[src/rtl/secure_fault_irq_pkg.sv]
package secure_fault_irq_pkg;

    localparam int DATA_W = 32;
    localparam int ADDR_W = 4;

    localparam logic [ADDR_W-1:0] OFS_ENABLE = 4'h0;
    localparam logic [ADDR_W-1:0] OFS_STATUS = 4'h4;
    localparam logic [ADDR_W-1:0] OFS_CLEAR  = 4'h8;

    typedef enum logic [1:0] {
        SEL_ENABLE,
        SEL_STATUS,
        SEL_CLEAR,
        SEL_NONE
    } reg_sel_e;

    typedef struct packed {
        logic              act;
        logic              wr;
        reg_sel_e          sel;
        logic [DATA_W-1:0] wdata;
    } bus_req_t;

    function automatic reg_sel_e decode_offset(input logic [ADDR_W-1:0] ofs);
        reg_sel_e s;
        case (ofs)
            OFS_ENABLE: s = SEL_ENABLE;
            OFS_STATUS: s = SEL_STATUS;
            OFS_CLEAR:  s = SEL_CLEAR;
            default:    s = SEL_NONE;
        endcase
        return s;
    endfunction

    function automatic logic access_allowed(input logic sys_en, input logic sec,
                                            input logic priv);
        return sys_en & sec & priv;
    endfunction

endpackage

[src/rtl/secure_fault_irq_gate.sv]
module secure_fault_irq_gate
    import secure_fault_irq_pkg::*;
(
    input  logic              sys_sec_en,
    input  logic              bus_valid,
    input  logic              bus_write,
    input  logic [ADDR_W-1:0] bus_addr,
    input  logic [DATA_W-1:0] bus_wdata,
    input  logic              bus_secure,
    input  logic              bus_priv,
    output bus_req_t          req,
    output logic              reject
);
    logic allowed;

    always_comb begin
        allowed   = access_allowed(sys_sec_en, bus_secure, bus_priv);
        req.act   = bus_valid & allowed;
        req.wr    = bus_write;
        req.sel   = decode_offset(bus_addr);
        req.wdata = bus_wdata;
        reject    = bus_valid & ~allowed;
    end
endmodule

[src/rtl/secure_fault_irq_flags.sv]
module secure_fault_irq_flags #(
    parameter int NUM_SRC = 12
) (
    input  logic               clk,
    input  logic               rst,
    input  logic [NUM_SRC-1:0] evt,
    input  logic [NUM_SRC-1:0] clr_mask,
    output logic [NUM_SRC-1:0] flag
);
    for (genvar i = 0; i < NUM_SRC; i++) begin : g_src
        always_ff @(posedge clk) begin
            if (rst)
                flag[i] <= 1'b0;
            else if (evt[i])
                flag[i] <= 1'b1;    // a fresh event beats a clear
            else if (clr_mask[i])
                flag[i] <= 1'b0;
        end
    end
endmodule

[src/rtl/secure_fault_irq_enable.sv]
module secure_fault_irq_enable #(
    parameter int NUM_SRC = 12
) (
    input  logic               clk,
    input  logic               rst,
    input  logic               load,
    input  logic [NUM_SRC-1:0] value,
    output logic [NUM_SRC-1:0] en
);
    always_ff @(posedge clk) begin
        if (rst)
            en <= '0;
        else if (load)
            en <= value;
    end
endmodule

[src/rtl/secure_fault_irq.sv]
module secure_fault_irq
    import secure_fault_irq_pkg::*;
#(
    parameter int NUM_SRC = 12
) (
    input  logic               clk,
    input  logic               rst,
    input  logic               sys_sec_en,
    input  logic               bus_valid,
    input  logic               bus_write,
    input  logic [3:0]         bus_addr,
    input  logic [31:0]        bus_wdata,
    input  logic               bus_secure,
    input  logic               bus_priv,
    output logic [31:0]        bus_rdata,
    output logic               bus_err,
    input  logic [NUM_SRC-1:0] evt_in,
    output logic               irq_out
);
    bus_req_t           req;
    logic               reject;
    logic [NUM_SRC-1:0] flag_q;
    logic [NUM_SRC-1:0] en_q;
    logic [NUM_SRC-1:0] masked;
    logic [NUM_SRC-1:0] clr_mask;
    logic               en_load;
    logic [DATA_W-1:0]  rd_next;
    logic [DATA_W-1:0]  rdata_q;
    logic               err_q;

    secure_fault_irq_gate u_gate (
        .sys_sec_en (sys_sec_en),
        .bus_valid  (bus_valid),
        .bus_write  (bus_write),
        .bus_addr   (bus_addr),
        .bus_wdata  (bus_wdata),
        .bus_secure (bus_secure),
        .bus_priv   (bus_priv),
        .req        (req),
        .reject     (reject)
    );

    always_comb begin
        en_load  = req.act & req.wr & (req.sel == SEL_ENABLE);
        clr_mask = (req.act & req.wr & (req.sel == SEL_CLEAR)) ?
                   req.wdata[NUM_SRC-1:0] : '0;
        masked   = flag_q & en_q;
    end

    secure_fault_irq_enable #(.NUM_SRC(NUM_SRC)) u_enable (
        .clk   (clk),
        .rst   (rst),
        .load  (en_load),
        .value (req.wdata[NUM_SRC-1:0]),
        .en    (en_q)
    );

    secure_fault_irq_flags #(.NUM_SRC(NUM_SRC)) u_flags (
        .clk      (clk),
        .rst      (rst),
        .evt      (evt_in),
        .clr_mask (clr_mask),
        .flag     (flag_q)
    );

    always_comb begin
        rd_next = '0;
        if (req.act && !req.wr) begin
            case (req.sel)
                SEL_ENABLE: rd_next[NUM_SRC-1:0] = en_q;
                SEL_STATUS: rd_next[NUM_SRC-1:0] = masked;
                default:    rd_next = '0;
            endcase
        end
    end

    always_ff @(posedge clk) begin
        if (rst) begin
            rdata_q <= '0;
            err_q   <= 1'b0;
        end else begin
            rdata_q <= rd_next;
            err_q   <= reject;
        end
    end

    assign bus_rdata = rdata_q;
    assign bus_err   = err_q;
    assign irq_out   = |masked;
endmodule

[config.mk]
export PLATFORM = sky130hd
export DESIGN_NAME = secure_fault_irq
export DESIGN_NICKNAME = d
export VERILOG_FILES = /design/src/rtl/secure_fault_irq_pkg.sv /design/src/rtl/secure_fault_irq_gate.sv /design/src/rtl/secure_fault_irq_flags.sv /design/src/rtl/secure_fault_irq_enable.sv /design/src/rtl/secure_fault_irq.sv
export SDC_FILE = /design/constraint.sdc
export NUM_CORES = 1
export LEC_CHECK = 0
export CORE_AREA = 5 5 73 82
export DETAILED_ROUTE_END_ITERATION = 6
export DIE_AREA = 0 0 78 87
export PLACE_DENSITY = 0.74
export SYNTH_ARGS = -nofsm -noshare
export SYNTH_HDL_FRONTEND = slang
export SYNTH_SLANG_ARGS = --single-unit
export TNS_END_PERCENT = 10
[constraint.sdc]
create_clock -name clk -period 1.45 [get_ports clk]
set_clock_uncertainty 0.15 [all_clocks]
set_input_delay 0.3625 -clock clk [delete_from_list [all_inputs] [get_ports clk]]
set_output_delay 0.3625 -clock clk [all_outputs]
set_load 0.005 [all_outputs]
==> metrics <==
DRT iter0 DRCs 80; share of cells above drive strength 1 22.5%; Warnings, synthesis 0; Final Setup Violations 1; Seq/Total Area, Yosys 43.1%; Final period util 127%; area share of the largest cell type after synthesis 43.1%; Synth area leader dfxtp_1; Finished Layout Cells 322; clock share of power 35.3%; Worst Setup Start Kind register; number of fill cells 494; Sequential Power Share 51.5%; ANT cells 0; VDD IR max 0.307 mV; CP Capture Type output pin; # port buffers 48; min Tclk post-route 1.84 ns; Synth Instances 180; total CTS buffers 5; Clock Latency Late Sink 0.29 ns; Sw Share 23.0%; CP max FO 2; Synth Register Bits 37; vias in the first global route 1555; Pleak 1.14 nW; setup slack after layout -0.385 ns; # DRC 0; first-pass GRT wire length 7400 um; Multi-input gate area 858 um2; drt total wl 4550 um; ANT nets after route 0; starting density of the core 33.4%; clock transition at the registers of the reported paths 0.07 ns; CP Data Arrival Time 1.32 ns; MaxCap Viol Count 0; Vias 1514; Required @ worst endpoint 0.94 ns; hold_ws 0.388 ns; leading cell types in the layout, fill and taps excluded 36 x buf_4, 35 x dfxtp_1, 25 x clkdlybuf4s50_1; clock root cell clkbuf_8; largest net degree at the start of global routing 38; IO Count 89; most common cell after layout, fill and taps aside buf_4; Max Fclk 545 MHz; Syn Std Cell Area 0.00172 mm2; synthesis-to-layout area growth 48.1%; Tot Pwr 2.06 mW; CTS tree yes; Int Pwr 1.58 mW; cell area power density 807 mW/mm2; final core utilization 49.5%; clock tree sinks 37; failing checks negative setup slack; post-placement cell area 0.00243 mm2; Placer Congestion 0.764; first-pass iteration count of the detailed router 4; row cnt 28; post-route cell area 0.00255 mm2; Mapped Avg Cell Area 9.56 um2; Slew Viols, Final 0; wire length per cell 14.1 um; post-synth cell types 23; Post-CTS Setup Bufs 0; Min-Delay Path Class reg2reg; outcome complete, but fails checks; die height 87 um; GRT Overall Usage 13.9%; WS Path Type reg2out; dpl cells 314; Detail Placement HPWL 3280 um; NumNets Final 317; ranking of synthesized cells by area dfxtp_1 43%, buf_4 9.2%, nand2b_1 8.7%; register area 743 um2; hold path cells 2; grt total ovfl 0; CTS H-tree depth 2; reg2reg setup slack 0.46 ns; Placeable Area 0.00515 mm2; setup slack at placement -0.607 ns; RSZ-0062 raised after global routing true; Die Wd 78 um; initial antenna violation count 0; worst-case reg-to-reg path depth 3; setup TNS -0.385 ns; Combinational Power Share 13.2%; Die Area 0.00679 mm2; Switch Pwr 0.474 mW; final hold vios 0; clk buf depth 2; vias per cell 4.70
[worst paths after layout]
path                                 start                       endpoint
max           u_flags.flag[9]$_SDFFE_PP0P_                        irq_out
min           u_flags.flag[3]$_SDFFE_PP0P_   u_flags.flag[3]$_SDFFE_PP0P_
max reg2reg  u_flags.flag[11]$_SDFFE_PP0P_  u_flags.flag[11]$_SDFFE_PP0P_
min reg2reg   u_flags.flag[3]$_SDFFE_PP0P_   u_flags.flag[3]$_SDFFE_PP0P_
[kinds of logic (layout without fill, tap and decap cells)]
kind of cell	after synthesis	after routing	synth area share, %
mux	12	12	6.98
buf+inv	32	95	12.7
simple gates	68	68	24.4
compound gates	30	30	12.7
other cells	1	20	0.218
flops	37	37	43.1
[routing by layer]
metal / vias to the layer above / track usage, % / part of all wire (%)
met5: - / 0 / 0
met4: 0 / 5.68 / 2.7
met3: 11 / 3.93 / 7.6
met2: 58 / 24.0 / 49
met1: 693 / 16.1 / 40
li1: 752 / - / -
[power groups by stage]
stage / combinational (mW) / sequential (mW) / clock (mW)
global route: 0.299 / 1.06 / 0.779
finish: 0.273 / 1.06 / 0.726
CTS: 0.268 / 1.06 / 0.743
detailed placement: 0.274 / 1.08 / 0
floorplan: 0.128 / 1.08 / 0
global placement: 0.269 / 1.08 / 0
[synthesized netlist by cell type]
| master | instances |
|---|---|
| buf_4 | 21 |
| nand4b_1 | 1 |
| nor4_1 | 1 |
| and3b_1 | 12 |
| o21ai_0 | 12 |
| nor4b_4 | 1 |
| mux2i_1 | 12 |
| nor2_1 | 24 |
| and2_1 | 1 |
| buf_12 | 1 |
| clkbuf_1 | 6 |
| a221oi_1 | 3 |
| conb_1 | 1 |
| a311oi_1 | 12 |
| nor3b_1 | 1 |
| a22o_1 | 3 |
| dfxtp_1 | 37 |
| inv_1 | 1 |
| nand2b_1 | 24 |
| nand3_1 | 1 |
| and3_1 | 1 |
| buf_2 | 3 |
| and4b_1 | 1 |
[state kept, by name, summed over array words and instances (netlist names)]
| register | cells |
|---|---|
| u_flags.flag | 12 |
| bus_err | 1 |
| u_enable.en | 12 |
| bus_rdata | 12 |
[critical path, stage by stage (launching register included)]
cell	delay, ns
dfxtp_2	0.32
a22o_1	0.23
a221oi_2	0.22
nand3_1	0.12
buf_2	0.14
[final cells by class]
| cell class | instances | share of cell area, % |
|---|---|---|
| multi-input combinational | 130 | 33.7 |
| timing repair buffer | 87 | 30.7 |
| sequential | 37 | 29.2 |
| clock buffer | 7 | 3.39 |
| tap | 60 | 2.95 |
| inverter | 1 | 0.147 |
[repair_timing]
item | in CTS | in global routing
setup endpoints to repair | 50 | 14
pin swaps | 6 | 2
gates cloned | 1 | 0
resized for setup | 42 | 10
hold buffers | 0 | 0
No activity file was read; power rests on OpenSTA's default activity.
